**src/rtl/cap_walk_pkg.sv**
```systemverilog
// Shared constants and state encoding for the capability chain seeker.
// Assumes a 256-byte configuration space addressed by byte.
package cap_walk_pkg;
    localparam int          ADDR_W      = 8;
    localparam int          DATA_W      = 8;
    localparam logic [7:0]  STATUS_ADDR = 8'h06;
    localparam logic [7:0]  HEAD_ADDR   = 8'h34;
    localparam int          PRESENT_BIT = 4;

    typedef enum logic [3:0] {
        ST_IDLE,
        ST_RD_STAT,  ST_EV_STAT,
        ST_RD_PTR,   ST_EV_PTR,
        ST_RD_ID,    ST_EV_ID,
        ST_RD_NEXT,  ST_WR_PREV,
        ST_RD_HEAD,  ST_EV_HEAD,
        ST_RD_STAT2, ST_WR_STAT2
    } walk_state_t;
endpackage

```
**src/rtl/cap_hop_guard.sv**
```systemverilog
// Hop guard: counts the structures visited during one search and flags
// when the configured limit is reached. Assumes clr and inc are never
// asserted together.
module cap_hop_guard #(
    parameter int MAX_HOPS = 48
) (
    input  logic clk,
    input  logic rst_n,
    input  logic clr,
    input  logic inc,
    output logic at_limit
);
    localparam int CNT_W = $clog2(MAX_HOPS + 1);

    logic [CNT_W-1:0] hops_q;

    // Count visited structures, saturating at the limit.
    always_ff @(posedge clk) begin
        if (!rst_n || clr) begin
            hops_q <= '0;
        end else if (inc && !at_limit) begin
            hops_q <= hops_q + 1'b1;
        end
    end

    assign at_limit = (hops_q == CNT_W'(MAX_HOPS));
endmodule

```
**src/rtl/cap_walk_ctrl.sv**
```systemverilog
// Walk controller: sequences the byte reads that follow the capability
// chain, and the writes that unlink a matching structure. Assumes a
// memory whose read data is valid one cycle after the read strobe, and
// that the read data holds its value until the next read.
module cap_walk_ctrl
    import cap_walk_pkg::*;
(
    input  logic              clk,
    input  logic              rst_n,
    input  logic              start_i,
    input  logic [DATA_W-1:0] cap_id_i,
    input  logic              unlink_i,
    output logic              rd_en_o,
    output logic              wr_en_o,
    output logic [ADDR_W-1:0] addr_o,
    output logic [DATA_W-1:0] wr_data_o,
    input  logic [DATA_W-1:0] rd_data_i,
    output logic              hop_clr_o,
    output logic              hop_inc_o,
    input  logic              hop_limit_i,
    output logic              done_o,
    output logic              found_o,
    output logic [ADDR_W-1:0] cap_off_o,
    output logic [ADDR_W-1:0] prev_off_o
);
    walk_state_t       state_q;
    logic [DATA_W-1:0] want_q;
    logic              unlink_q;
    logic [ADDR_W-1:0] prev_q;
    logic [ADDR_W-1:0] cur_q;

    logic accept;
    assign accept = (state_q == ST_IDLE) && start_i;

    // Memory port: one access per state, selected by the current state.
    always_comb begin
        rd_en_o   = 1'b0;
        wr_en_o   = 1'b0;
        addr_o    = '0;
        wr_data_o = '0;
        unique case (state_q)
            ST_RD_STAT, ST_RD_STAT2: begin rd_en_o = 1'b1; addr_o = STATUS_ADDR; end
            ST_RD_PTR:   begin rd_en_o = 1'b1; addr_o = prev_q; end
            ST_RD_ID:    begin rd_en_o = 1'b1; addr_o = cur_q; end
            ST_RD_NEXT:  begin rd_en_o = 1'b1; addr_o = cur_q + 1'b1; end
            ST_RD_HEAD:  begin rd_en_o = 1'b1; addr_o = HEAD_ADDR; end
            ST_WR_PREV:  begin wr_en_o = 1'b1; addr_o = prev_q; wr_data_o = rd_data_i; end
            ST_WR_STAT2: begin
                wr_en_o   = 1'b1;
                addr_o    = STATUS_ADDR;
                wr_data_o = rd_data_i & ~(DATA_W'(1) << PRESENT_BIT);
            end
            default: ;
        endcase
    end

    // Hop counter control: clear on acceptance, count each pointer followed.
    assign hop_clr_o = accept;
    assign hop_inc_o = (state_q == ST_EV_PTR) && (rd_data_i != '0) && !hop_limit_i;

    // Sequencer and result registers.
    always_ff @(posedge clk) begin
        if (!rst_n) begin
            state_q    <= ST_IDLE;
            want_q     <= '0;
            unlink_q   <= 1'b0;
            prev_q     <= '0;
            cur_q      <= '0;
            done_o     <= 1'b0;
            found_o    <= 1'b0;
            cap_off_o  <= '0;
            prev_off_o <= '0;
        end else begin
            done_o <= 1'b0;
            unique case (state_q)
                ST_IDLE: if (start_i) begin
                    want_q     <= cap_id_i;
                    unlink_q   <= unlink_i;
                    found_o    <= 1'b0;
                    cap_off_o  <= '0;
                    prev_off_o <= '0;
                    state_q    <= ST_RD_STAT;
                end
                ST_RD_STAT: state_q <= ST_EV_STAT;
                ST_EV_STAT: begin
                    if (!rd_data_i[PRESENT_BIT]) begin
                        done_o  <= 1'b1;
                        state_q <= ST_IDLE;
                    end else begin
                        prev_q  <= HEAD_ADDR;
                        state_q <= ST_RD_PTR;
                    end
                end
                ST_RD_PTR: state_q <= ST_EV_PTR;
                ST_EV_PTR: begin
                    if (rd_data_i == '0 || hop_limit_i) begin
                        done_o  <= 1'b1;
                        state_q <= ST_IDLE;
                    end else begin
                        cur_q   <= rd_data_i;
                        state_q <= ST_RD_ID;
                    end
                end
                ST_RD_ID: state_q <= ST_EV_ID;
                ST_EV_ID: begin
                    if (rd_data_i == want_q) begin
                        if (unlink_q) begin
                            state_q <= ST_RD_NEXT;
                        end else begin
                            found_o    <= 1'b1;
                            cap_off_o  <= cur_q;
                            prev_off_o <= prev_q;
                            done_o     <= 1'b1;
                            state_q    <= ST_IDLE;
                        end
                    end else begin
                        prev_q  <= cur_q + 1'b1;
                        state_q <= ST_RD_PTR;
                    end
                end
                ST_RD_NEXT: state_q <= ST_WR_PREV;
                ST_WR_PREV: state_q <= ST_RD_HEAD;
                ST_RD_HEAD: state_q <= ST_EV_HEAD;
                ST_EV_HEAD: begin
                    if (rd_data_i == '0) begin
                        state_q <= ST_RD_STAT2;
                    end else begin
                        found_o    <= 1'b1;
                        cap_off_o  <= cur_q;
                        prev_off_o <= prev_q;
                        done_o     <= 1'b1;
                        state_q    <= ST_IDLE;
                    end
                end
                ST_RD_STAT2: state_q <= ST_WR_STAT2;
                ST_WR_STAT2: begin
                    found_o    <= 1'b1;
                    cap_off_o  <= cur_q;
                    prev_off_o <= prev_q;
                    done_o     <= 1'b1;
                    state_q    <= ST_IDLE;
                end
                default: state_q <= ST_IDLE;
            endcase
        end
    end
endmodule

```
**src/rtl/cap_chain_seeker.sv**
```systemverilog
// Top level: capability chain seeker. Joins the walk controller to its
// hop guard. Assumes an external 256-byte configuration memory with a
// one-cycle read latency.
module cap_chain_seeker #(
    parameter int MAX_HOPS = 48
) (
    input  logic       clk,
    input  logic       rst_n,
    input  logic       start_i,
    input  logic [7:0] cap_id_i,
    input  logic       unlink_i,
    output logic       rd_en_o,
    output logic       wr_en_o,
    output logic [7:0] addr_o,
    output logic [7:0] wr_data_o,
    input  logic [7:0] rd_data_i,
    output logic       done_o,
    output logic       found_o,
    output logic [7:0] cap_off_o,
    output logic [7:0] prev_off_o
);
    logic hop_clr;
    logic hop_inc;
    logic hop_limit;

    cap_hop_guard #(.MAX_HOPS(MAX_HOPS)) u_guard (
        .clk      (clk),
        .rst_n    (rst_n),
        .clr      (hop_clr),
        .inc      (hop_inc),
        .at_limit (hop_limit)
    );

    cap_walk_ctrl u_ctrl (
        .clk         (clk),
        .rst_n       (rst_n),
        .start_i     (start_i),
        .cap_id_i    (cap_id_i),
        .unlink_i    (unlink_i),
        .rd_en_o     (rd_en_o),
        .wr_en_o     (wr_en_o),
        .addr_o      (addr_o),
        .wr_data_o   (wr_data_o),
        .rd_data_i   (rd_data_i),
        .hop_clr_o   (hop_clr),
        .hop_inc_o   (hop_inc),
        .hop_limit_i (hop_limit),
        .done_o      (done_o),
        .found_o     (found_o),
        .cap_off_o   (cap_off_o),
        .prev_off_o  (prev_off_o)
    );
endmodule

```
**config.mk**
```make
export PLATFORM = sky130hd
export DESIGN_NAME = cap_chain_seeker
export DESIGN_NICKNAME = d
export VERILOG_FILES = /design/src/rtl/cap_walk_pkg.sv /design/src/rtl/cap_hop_guard.sv /design/src/rtl/cap_walk_ctrl.sv /design/src/rtl/cap_chain_seeker.sv
export SDC_FILE = /design/constraint.sdc
export NUM_CORES = 1
export LEC_CHECK = 0
export ABC_AREA = 1
export BUFFER_PORTS_ARGS = -buffer_cell sky130_fd_sc_hd__buf_2
export CELL_PAD_IN_SITES_DETAIL_PLACEMENT = 0
export CELL_PAD_IN_SITES_GLOBAL_PLACEMENT = 2
export CORE_MARGIN = 2
export CORE_UTILIZATION = 26
export CTS_CLUSTER_DIAMETER = 100
export DETAILED_ROUTE_END_ITERATION = 16
export PLACE_DENSITY_LB_ADDON = 0.1
export SKIP_LAST_GASP = 1
export SLEW_MARGIN = 10
export SYNTH_ARGS = -nofsm -noshare
export SYNTH_HDL_FRONTEND = slang
export SYNTH_SLANG_ARGS = --single-unit
```
**constraint.sdc**
```tcl
create_clock -name clk -period 1.49 [get_ports clk]
set_input_delay 0.298 -clock clk [delete_from_list [all_inputs] [get_ports clk]]
set_output_delay 0.298 -clock clk [all_outputs]
set_load 0.03 [all_outputs]
```
==> results of run 1 <==
-- synth_stat cells, types with 4 or more instances --
library cell  count  area [sq um]
nor2_1           46           173
inv_1            44           165
nand2_1         109           409
clkbuf_1          6          22.5
nor3_1            4          20.0
xnor2_1           6          52.6
a21oi_1          52           260
nand3_1          18          90.1
o21ai_0          24           120
xor2_1            5          43.8
dfxtp_1          53          1060
-- final timing paths --
check	start	cells after the start	slack, ns	to
setup / recovery	u_ctrl.state_q[2]	7	-0.44	addr_o[1]
hold / removal	cap_id_i[0]	3	0.24	u_ctrl.want_q[0]
setup reg to reg	u_ctrl.cur_q[1]	15	-0.36	u_ctrl.prev_q[4]
hold reg to reg	u_ctrl.found_o	2	0.46	u_ctrl.found_o
-- cell usage in the layout, fill, tap and decap left out, drive strengths merged, types with 3 or more instances in the layout --
cell / n
a21oi: 53
o21ai: 24
nand2: 119
nor2: 51
dfxtp: 53
xor2: 5
ha: 3
xnor2: 6
buf: 153
nor3: 4
inv: 48
nand3: 19
clkbuf: 7
-- worst register-to-register path: stages (launching register included) --
cell and delay (ns):
dfxtp_4 0.38, ha_4 0.17, nand2_4 0.07, o21ai_2 0.05
o21ai_1 0.07, inv_1 0.07, buf_4 0.13, buf_4 0.12
buf_4 0.12, buf_4 0.12, buf_4 0.12, buf_4 0.12
nor2_2 0.07, nand2_1 0.05, nand2_1 0.05, nor2_1 0.04
-- cells by family after synthesis --
logic type / after synthesis / synth area share [%]
AO/OA/AOI/OAI: 86 / 17.1
AND/OR/NAND/NOR: 193 / 30.1
flip-flops: 53 / 38.8
buffers and inverters: 58 / 8.98
adder cells (fa/ha/maj): 3 / 1.37
XOR/XNOR: 11 / 3.53
-- state kept, by name, indices dropped and copies added, names as in the netlist, 4 cells and up --
| register | cells |
|---|---|
| u_ctrl.cap_off_o | 8 |
| u_ctrl.cur_q | 8 |
| u_ctrl.prev_off_o | 8 |
| u_ctrl.prev_q | 8 |
| u_ctrl.want_q | 8 |
| u_guard.hops_q | 6 |
| u_ctrl.state_q | 4 |
-- metrics by stage --
step / hold WS (ns) / setup TNS, ns
after floorplan: 0.444 / -0.0536
final: 0.241 / -9.05
after detailed placement: 0.451 / -6.68
after CTS: 0.223 / -7.42
after global routing: 0.226 / -12.53
after global placement: 0.444 / -5.19
-- layout make-up --
cell class,count,share of cell area (%)
Clock inverter,2,0.277
Clock buffer,6,1.46
Tap cell,136,3.43
Inverter,47,4.21
Sequential cell,53,21.9
Timing Repair Buffer,154,25.3
Multi-Input combinational cell,297,43.4
-- power breakdown --
group	internal, mW	switching, mW	leakage [nW]
Clock	0.337	0.526	0.0456
Combinational	0.613	0.770	1.66
Sequential	1.48	0.0675	0.434
-- what timing repair did --
| action | in CTS | in global routing |
|---|---|---|
| gates resized for setup | 90 | 143 |
| setup buffers | 16 | 9 |
| cloned | 3 | 2 |
| pin swaps | 26 | 46 |
| hold buffers | 0 | 0 |
| hold endpoints to repair | 0 | 0 |
| setup endpoints to repair | 65 | 69 |
-- per-layer routing --
metal / vias to the layer above / part of all wire, % / wire length, um / GRT usage (%)
li1: 1614 / - / - / -
met1: 1470 / 47 / 4750 / 24.3
met2: 59 / 48 / 4790 / 29.6
met3: 9 / 3.6 / 363 / 3.07
met4: 0 / 1.1 / 109 / 4.08
met5: - / 0 / 0 / 0
==> impl_results.md, run 1 <==
* Critical Path End Type: primary output
* CP required at about 1.2 ns
* FF+latch count, synth at 53
* Gr usage total at 17.9%
* Post-synth net total at roughly 430
* Most used cell, CP: nor2_4
* Post-Layout Cell Count at 695
* Slew at the pin closest to its max-slew limit at 0.360 ns
* Cell Rows at 37
* TritonCTS clock tree: built
* # nets final at 581
* Clock Tree Buf Depth at 2
* Fin crit share at 129%
* Fmax at 0.518 GHz
* H-Tree Depth at 2
* Post-synth EDFFs at 0
* Clock skew at 0.00926 ns
* Status: finished, violations left
* Top Ports at 56
* Violations in the final reports: setup timing
* Slew Limit Fails at 0
* Layout cell share with drive strength beyond 1 at between 50 and 60%
* Wire per inst at 14.4 um
* Fillers at 1083
* Placement Cell Area at 3860 sq um
* Seq/Total Area, Yosys at ~39%
* DR pass1 iterations at 4
* Crit Path Class: reg -> out
* Clock-pin slew on the worst setup and hold paths at 0.10 ns
* Nature of the critical path startpoint: register
* Worst Hold Class: in -> reg
* Slowest stage delay, CP at between 0.4 and 0.5 ns
* Synthesis warning total at 0
* Maxcap violations at 0
* Synthesized area at 2730 sq um
* Antenna Cells at 0
* Vias in the first global route at 3065
* VDD IR max at 0.000376 V
* Clock Latency Late Sink at 0.32 ns
* Die X-Extent at 106 um
* Sequential cell area at around 1100 sq um
* Port Buffers at 55
* Mapped Cells at 404
* Placed cells at ~660
* CP top delay family: flip-flops
* Design area at 4970 sq um
* Largest net degree at the start of global routing at 31
* Root Buffer: clkbuf_8
* Detail Placement HPWL at 7.29 mm
* Total grt overflow at 0
* Unrepaired setup endpoints after global routing: yes
* Rel. slew slack at around 76%
* Post-layout worst setup margin at -0.439 ns
* Core box area at approximately 10000 sq um
* Via/cell ratio at between 4 and 5
* CTS Buf Count at 5
* Fin. Hold Viols at 0
* Synthesis-to-layout area growth at 81.9%
* WL final at 10.0 mm
* Placer Congestion at 0.854
* First-pass GRT wire length at 15.8 mm
* Ys flop type: dfxtp_1
* CTS Sinks at 53
* Cell chain of the critical path: inv_4, nor2_4, inv_2, nor2_4, inv_6, o2111ai_4, buf_6
* Post-synthesis async set-or-reset flop share at 0%
* Via count at ~3200
* PwrDens at 764 nW/um^2
* Die height at 106 um
* Initial DRC Count at 61
* Unique masters post-synth at 31
* Final Power at about 3.8 mW
* Multi-input logic area at 2160 sq um
* Full die area at ~11000 sq um
* Syn avg cell area at 6.76 sq um
* Leak Pwr at 2.14 nW
* Util after Layout at around half
* Residual DRC at 0
* Initial antenna violation count at 0
* CP Max Fanout at 6
* Number of routed nets with antenna violations at 0
* DP Worst Slack at -0.217 ns
* Final setup violation count at 44
* WP data arrival at 1.63 ns
* Fin crit period at around 1.9 ns
* Worst path slowest cell: dfxtp_4
* Worst path buffer plus inverter count at 4
* Initial core utilization at 26.6%
Note: power is estimated with default switching activity, not from simulation.
==> inputs of run 2 (changes only) <==
- PLACE_DENSITY: unset -> 0.84
- PLACE_DENSITY_LB_ADDON: 0.1 -> unset
==> run 2 against run 1 <==
The flow still finishes with violations (setup timing). Worst setup slack improved by 0.021 ns. Via count increased by 0.82%. Count of clock-buffer cells in the layout unchanged. Largest power group unchanged.
==> impl_results.md, run 2 (synthesized netlist as in run 1, its figures left out) <==
* Initial antenna violation count at 0
* Full die area at around 11000 sq um
* Nature of the critical path startpoint: register
* PwrDens at 775 nW/um^2
* Hold Buf Count CTS at 0
* Cell chain of the critical path: inv_4, nor2_4, inv_2, nor2_4, inv_6, o2111ai_4, buf_6
* Clock Tree Buf Depth at 2
* Number of routed nets with antenna violations at 0
* Cell Rows at 37
* Worst R2R Start: u_ctrl.state_q[1]
* Die height at between 100 and 150 um
* CP Max Fanout at 6
* Port Buffers at 55
* H-Tree Depth at 2
* Slew at the pin closest to its max-slew limit at 0.373 ns
* Placer Congestion at 0.893
* Unrepaired setup endpoints after global routing: yes
* Clock-pin slew on the worst setup and hold paths at 0.10 ns
* Clock Latency Late Sink at about 0.32 ns
* Final setup violation count at 39
* # nets final at 577
* Via count at about 3200
* Layout cell share with drive strength beyond 1 at 45.8%
* Via/cell ratio at 4.60
* Status: finished, violations left
* Slew Limit Fails at 0
* TritonCTS clock tree: built
* VDD IR max at 0.000393 V
* Maxcap violations at 0
* Rel. slew slack at around three quarters
* Initial core utilization at 26.6%
* DR pass1 iterations at 4
* Final Power at around 3.6 mW
* Fin crit period at 1.91 ns
* Antenna Cells at 0
* Worst path buffer plus inverter count at 4
* WL final at ~9.6 mm
* Residual DRC at 0
* Fin. Hold Viols at 0
* Total grt overflow at 0
* Commonest non-fill, non-tap cell in the layout: nand2_1
* Most frequent cells in the layout: nand2_1, buf_4, a21oi_1
* WP data arrival at 1.61 ns
* Critical Path End Type: primary output
* CTS Buf Count at 5
* Placement Cell Area at 3850 sq um
* Initial DRC Count at 203
* CP top delay family: flip-flops
* Fin Setup TNS at -8.39 ns
* Post-layout worst setup margin at -0.418 ns
* Core box area at approximately 10000 sq um
* Gr usage total at ~17%
* Worst path slowest cell: dfxtp_4
* Leak Pwr at 1.98 nW
* Fin crit share at 128%
* Top Ports at 56
* Fmax at 0.524 GHz
* Violations in the final reports: setup timing
* Most used cell, CP: nor2_4
* Worst Setup SP: u_ctrl.state_q[2]
* Synthesis-to-layout area growth at 68.0%
* Vias in the first global route at about 3000
* Clock skew at 0.0107 ns
* Design area at about 4600 sq um
* Wire per inst at 13.9 um
* Crit Path Class: reg -> out
* Root Buffer: clkbuf_8
* Worst Hold Class: in -> reg
* Slowest stage delay, CP at 0.40 ns
* Hold path startpoint: cap_id_i[2]
* Detail Placement HPWL at 6.63 mm
* Die X-Extent at 106 um
* First-pass GRT wire length at between 10 and 15 mm
* Util after Layout at 44.7%
* CP required at 1.19 ns
* CTS Sinks at 53
* Largest net degree at the start of global routing at 31
[run 2: cell count changes in the layout (fill, tap and decap cells not counted), sizes merged]
cell	delta
buf	-2
clkbuf	-1
clkinvlp	+2
inv	-2
nand2	-1
[run 2: final timing paths]
check / cells after the start / slack, ns / endpoint
worst min-delay path: 3 / 0.24 / u_ctrl.want_q[2]
worst max-delay path: 7 / -0.42 / addr_o[1]
worst max register to register: 10 / -0.21 / u_ctrl.cap_off_o[0]
worst min register to register: 2 / 0.46 / u_ctrl.cap_off_o[3]
[run 2: stage by stage]
stage	worst slack, ns	instances	hold WS, ns
detailed placement	-0.174	661	0.450
floorplan	-0.0292	404	0.444
CTS	-0.408	680	0.232
finish	-0.418	691	0.239
global route	-0.502	691	0.238
global placement	-0.150	661	0.446
[run 2: repair_timing]
action	in CTS	in global routing
setup endpoints to repair	55	70
setup buffers	9	12
pin swaps	22	25
cloned	3	0
gates resized for setup	85	67
[run 2: worst reg2reg max path, cell delays in order, from the launching register on]
cell and delay, ns:
dfxtp_4 0.37, nor2_4 0.12, inv_2 0.06, buf_4 0.14
buf_4 0.15, nor2_4 0.15, nor2_2 0.08, nor2_4 0.24
nand2_4 0.14, nand2_1 0.09, a21oi_1 0.06
[run 2: routing by layer]
layer | share of wire, % | GRT usage, %
met1 | 48 | 23.0
met4 | 1.6 | 4.64
met2 | 46 | 26.4
met5 | 0 | 0
met3 | 5.2 | 2.64
[run 2: area by class of cell]
cell class                 count  area, sq um
fill                        1043         5690
multi-input combinational    296         1880
timing repair buffer         151         1170
sequential                    53         1090
inverter                      47          194
tap                          136          170
clock buffer                   6         72.6
clock inverter                 2         15.0
[run 2: power breakdown]
group          leakage, nW  total (mW)  internal (mW)  switching [mW]
clock network       0.0374       0.864          0.333           0.531
registers            0.434        1.55           1.48          0.0655
logic                 1.51        1.14          0.485           0.657
==> inputs of run 3 (changes only) <==
- ABC_AREA: 1 -> unset
- CORE_UTILIZATION: 26 -> 29
- PLACE_DENSITY: 0.84 -> 0.85
==> run 3 against run 2 <==
The run still ends with setup timing left. Global-route usage increased by 1.6 points. Total power is 12% lower. Hold slack worse by 0.020 ns. Largest cell class unchanged. Largest power group unchanged. Highest routed layer unchanged.
==> impl_results.md, run 3 <==
* Unrepaired setup endpoints after global routing: yes
* Hold Buf Count CTS at 0
* Worst Hold Class: in -> reg
* VDD IR max at 0.000367 V
* Worst Setup SP: u_ctrl.cur_q[0]
* Die X-Extent at 103 um
* Initial DRC Count at between 100 and 150
* Full die area at roughly 11000 sq um
* Clock Latency Late Sink at 0.31 ns
* Worst path slowest cell: dfxtp_4
* Mapped Cells at 342
* Rel. slew slack at 79.5%
* Synthesis warning total at 0
* Slew at the pin closest to its max-slew limit at a little over 0.3 ns
* Gr usage total at 18.1%
* Fin crit period at 1.96 ns
* Post-synth top cells: nand2_1, dfxtp_1, mux2i_1
* Status: finished, violations left
* Layout cell share with drive strength beyond 1 at 55.7%
* Synthesized area at 2860 sq um
* WP data arrival at 1.66 ns
* Fmax at 0.510 GHz
* Via count at 3039
* CP Max Fanout at 4
* Core box area at between 9000 and 10000 sq um
* DR pass1 iterations at 4
* Worst R2R Start: u_ctrl.state_q[1]
* Post-synth EDFFs at 0
* Number of routed nets with antenna violations at 0
* Hold path startpoint: cap_id_i[6]
* Via/cell ratio at between 4 and 5
* Commonest non-fill, non-tap cell in the layout: buf_4
* Synth area leaders: dfxtp_1, mux2i_1, nand2_1
* Placed cells at 587
* Leak Pwr at 2.20 nW
* Violations in the final reports: setup timing
* Vias in the first global route at 3010
* First-pass GRT wire length at 15.1 mm
* Cell chain of the critical path: ha_4, and3_4, nand4_1, xor2_2, o21ai_4, buf_6
* WL final at 9.96 mm
* Synthesis-to-layout area growth at 78.1%
* Die height at 103 um
* Crit Path Class: reg -> out
* Count leader, synth: nand2_1
* Cell Rows at 36
* Antenna Cells at 0
* Nature of the critical path startpoint: register
* FF+latch count, synth at 53
* Syn avg cell area at ~8.4 sq um
* Area share of the leading cell type in the synthesized netlist at 37.1%
* Synth area leader: dfxtp_1
* CP required at 1.19 ns
* Util after Layout at 52.7%
* Fin Setup TNS at -13.31 ns
* Largest net degree at the start of global routing at 25
* Port Buffers at 55
* # nets final at 525
* Final setup violation count at 59
* Post-synthesis async set-or-reset flop share at 0%
* Post-layout worst setup margin at -0.471 ns
* Reg2Reg Setup Slack at -0.36 ns
* Maxcap violations at 0
* Top Ports at 56
* Seq/Total Area, Yosys at 37.1%
* CTS Sinks at 53
* Most frequent cells in the layout: buf_4, buf_6, nand2_1
* Clock Tree Buf Depth at 2
* Residual DRC at 0
* Fin crit share at 132%
* Ys flop type: dfxtp_1
* H-Tree Depth at 2
* Slew Limit Fails at 0
* CP top delay family: flip-flops
* Wire per inst at 15.7 um
* Clock skew at 0.00708 ns
* DP Worst Slack at -0.297 ns
* Placer Congestion at between 0.8 and 0.9
* Clock-pin slew on the worst setup and hold paths at 0.10 ns
* Root Buffer: clkbuf_8
* Critical Path End Type: primary output
* Worst path buffer plus inverter count at 1
* Initial core utilization at 29.6%
* Total grt overflow at 0
* Detail Placement HPWL at 6.43 mm
* Fin. Hold Viols at 0
* PwrDens at 614 nW/um^2
* Post-Layout Cell Count at between 600 and 700
* Post-synth net total at 365
* Initial antenna violation count at 0
* CTS Buf Count at 5
* Slowest stage delay, CP at around 0.38 ns
* TritonCTS clock tree: built
* Unique masters post-synth at 44
==> run 3: per-stage QoR <==
| step | power [mW] | instance area, sq um | hold WS, ns |
|---|---|---|---|
| final | 3.13 | 5100 | 0.220 |
| after global routing | 3.26 | 5100 | 0.215 |
| after CTS | 3.10 | 4740 | 0.212 |
| after detailed placement | 2.07 | 4020 | 0.447 |
| after global placement | 2.06 | 4020 | 0.442 |
| after floorplan | 1.86 | 3120 | 0.437 |
==> run 3: final timing paths <==
path                         end  cells past startpoint
max                    addr_o[6]                      6
min             u_ctrl.want_q[6]                      3
max reg2reg       u_ctrl.found_o                      8
min reg2reg  u_ctrl.cap_off_o[3]                      2
==> run 3: worst min-delay path, cell delays in order <==
cell and delay (ns):
buf_2 0.07, mux2i_1 0.05, nor2_1 0.07
==> run 3: per-layer routing <==
metal	global-route usage, %	wire length (um)
met5	0	0
met4	5.26	226
met3	2.76	415
met2	30.1	4790
met1	24.4	4530
==> run 3: where the power goes <==
group          internal, mW  switching, mW
Combinational         0.425          0.388
Sequential             1.44         0.0379
Clock                 0.337          0.503
Total                  2.20          0.929
==> run 3: area by class of cell <==
type / instances / area [sq um]
clock buffers: 6 / 72.6
clock inverters: 2 / 13.8
fillers: 854 / 4580
inverters: 9 / 38.8
multi-input cells: 258 / 2200
flip-flops and latches: 53 / 1090
well taps: 133 / 166
repair buffers: 175 / 1520
==> run 3: cell families (layout without fill, tap and decap cells) <==
| kind of cell | Yosys count | in the layout | share of synthesized area (%) |
|---|---|---|---|
| flops | 53 | 53 | 37.1 |
| compound gates | 49 | 49 | 11.4 |
| buf+inv | 32 | 192 | 5.55 |
| simple gates | 144 | 145 | 24.5 |
| fa+ha+maj | 3 | 3 | 1.31 |
| mux | 35 | 35 | 12.2 |
| xor+xnor | 26 | 26 | 7.95 |
==> run 3: what timing repair did <==
action                                  4_1_cts  5_1_grt
gates resized for setup                     113       51
endpoints found under the setup margin       62       71
setup buffers                                25       17
pin swaps                                    36       39
gates cloned                                  4        3
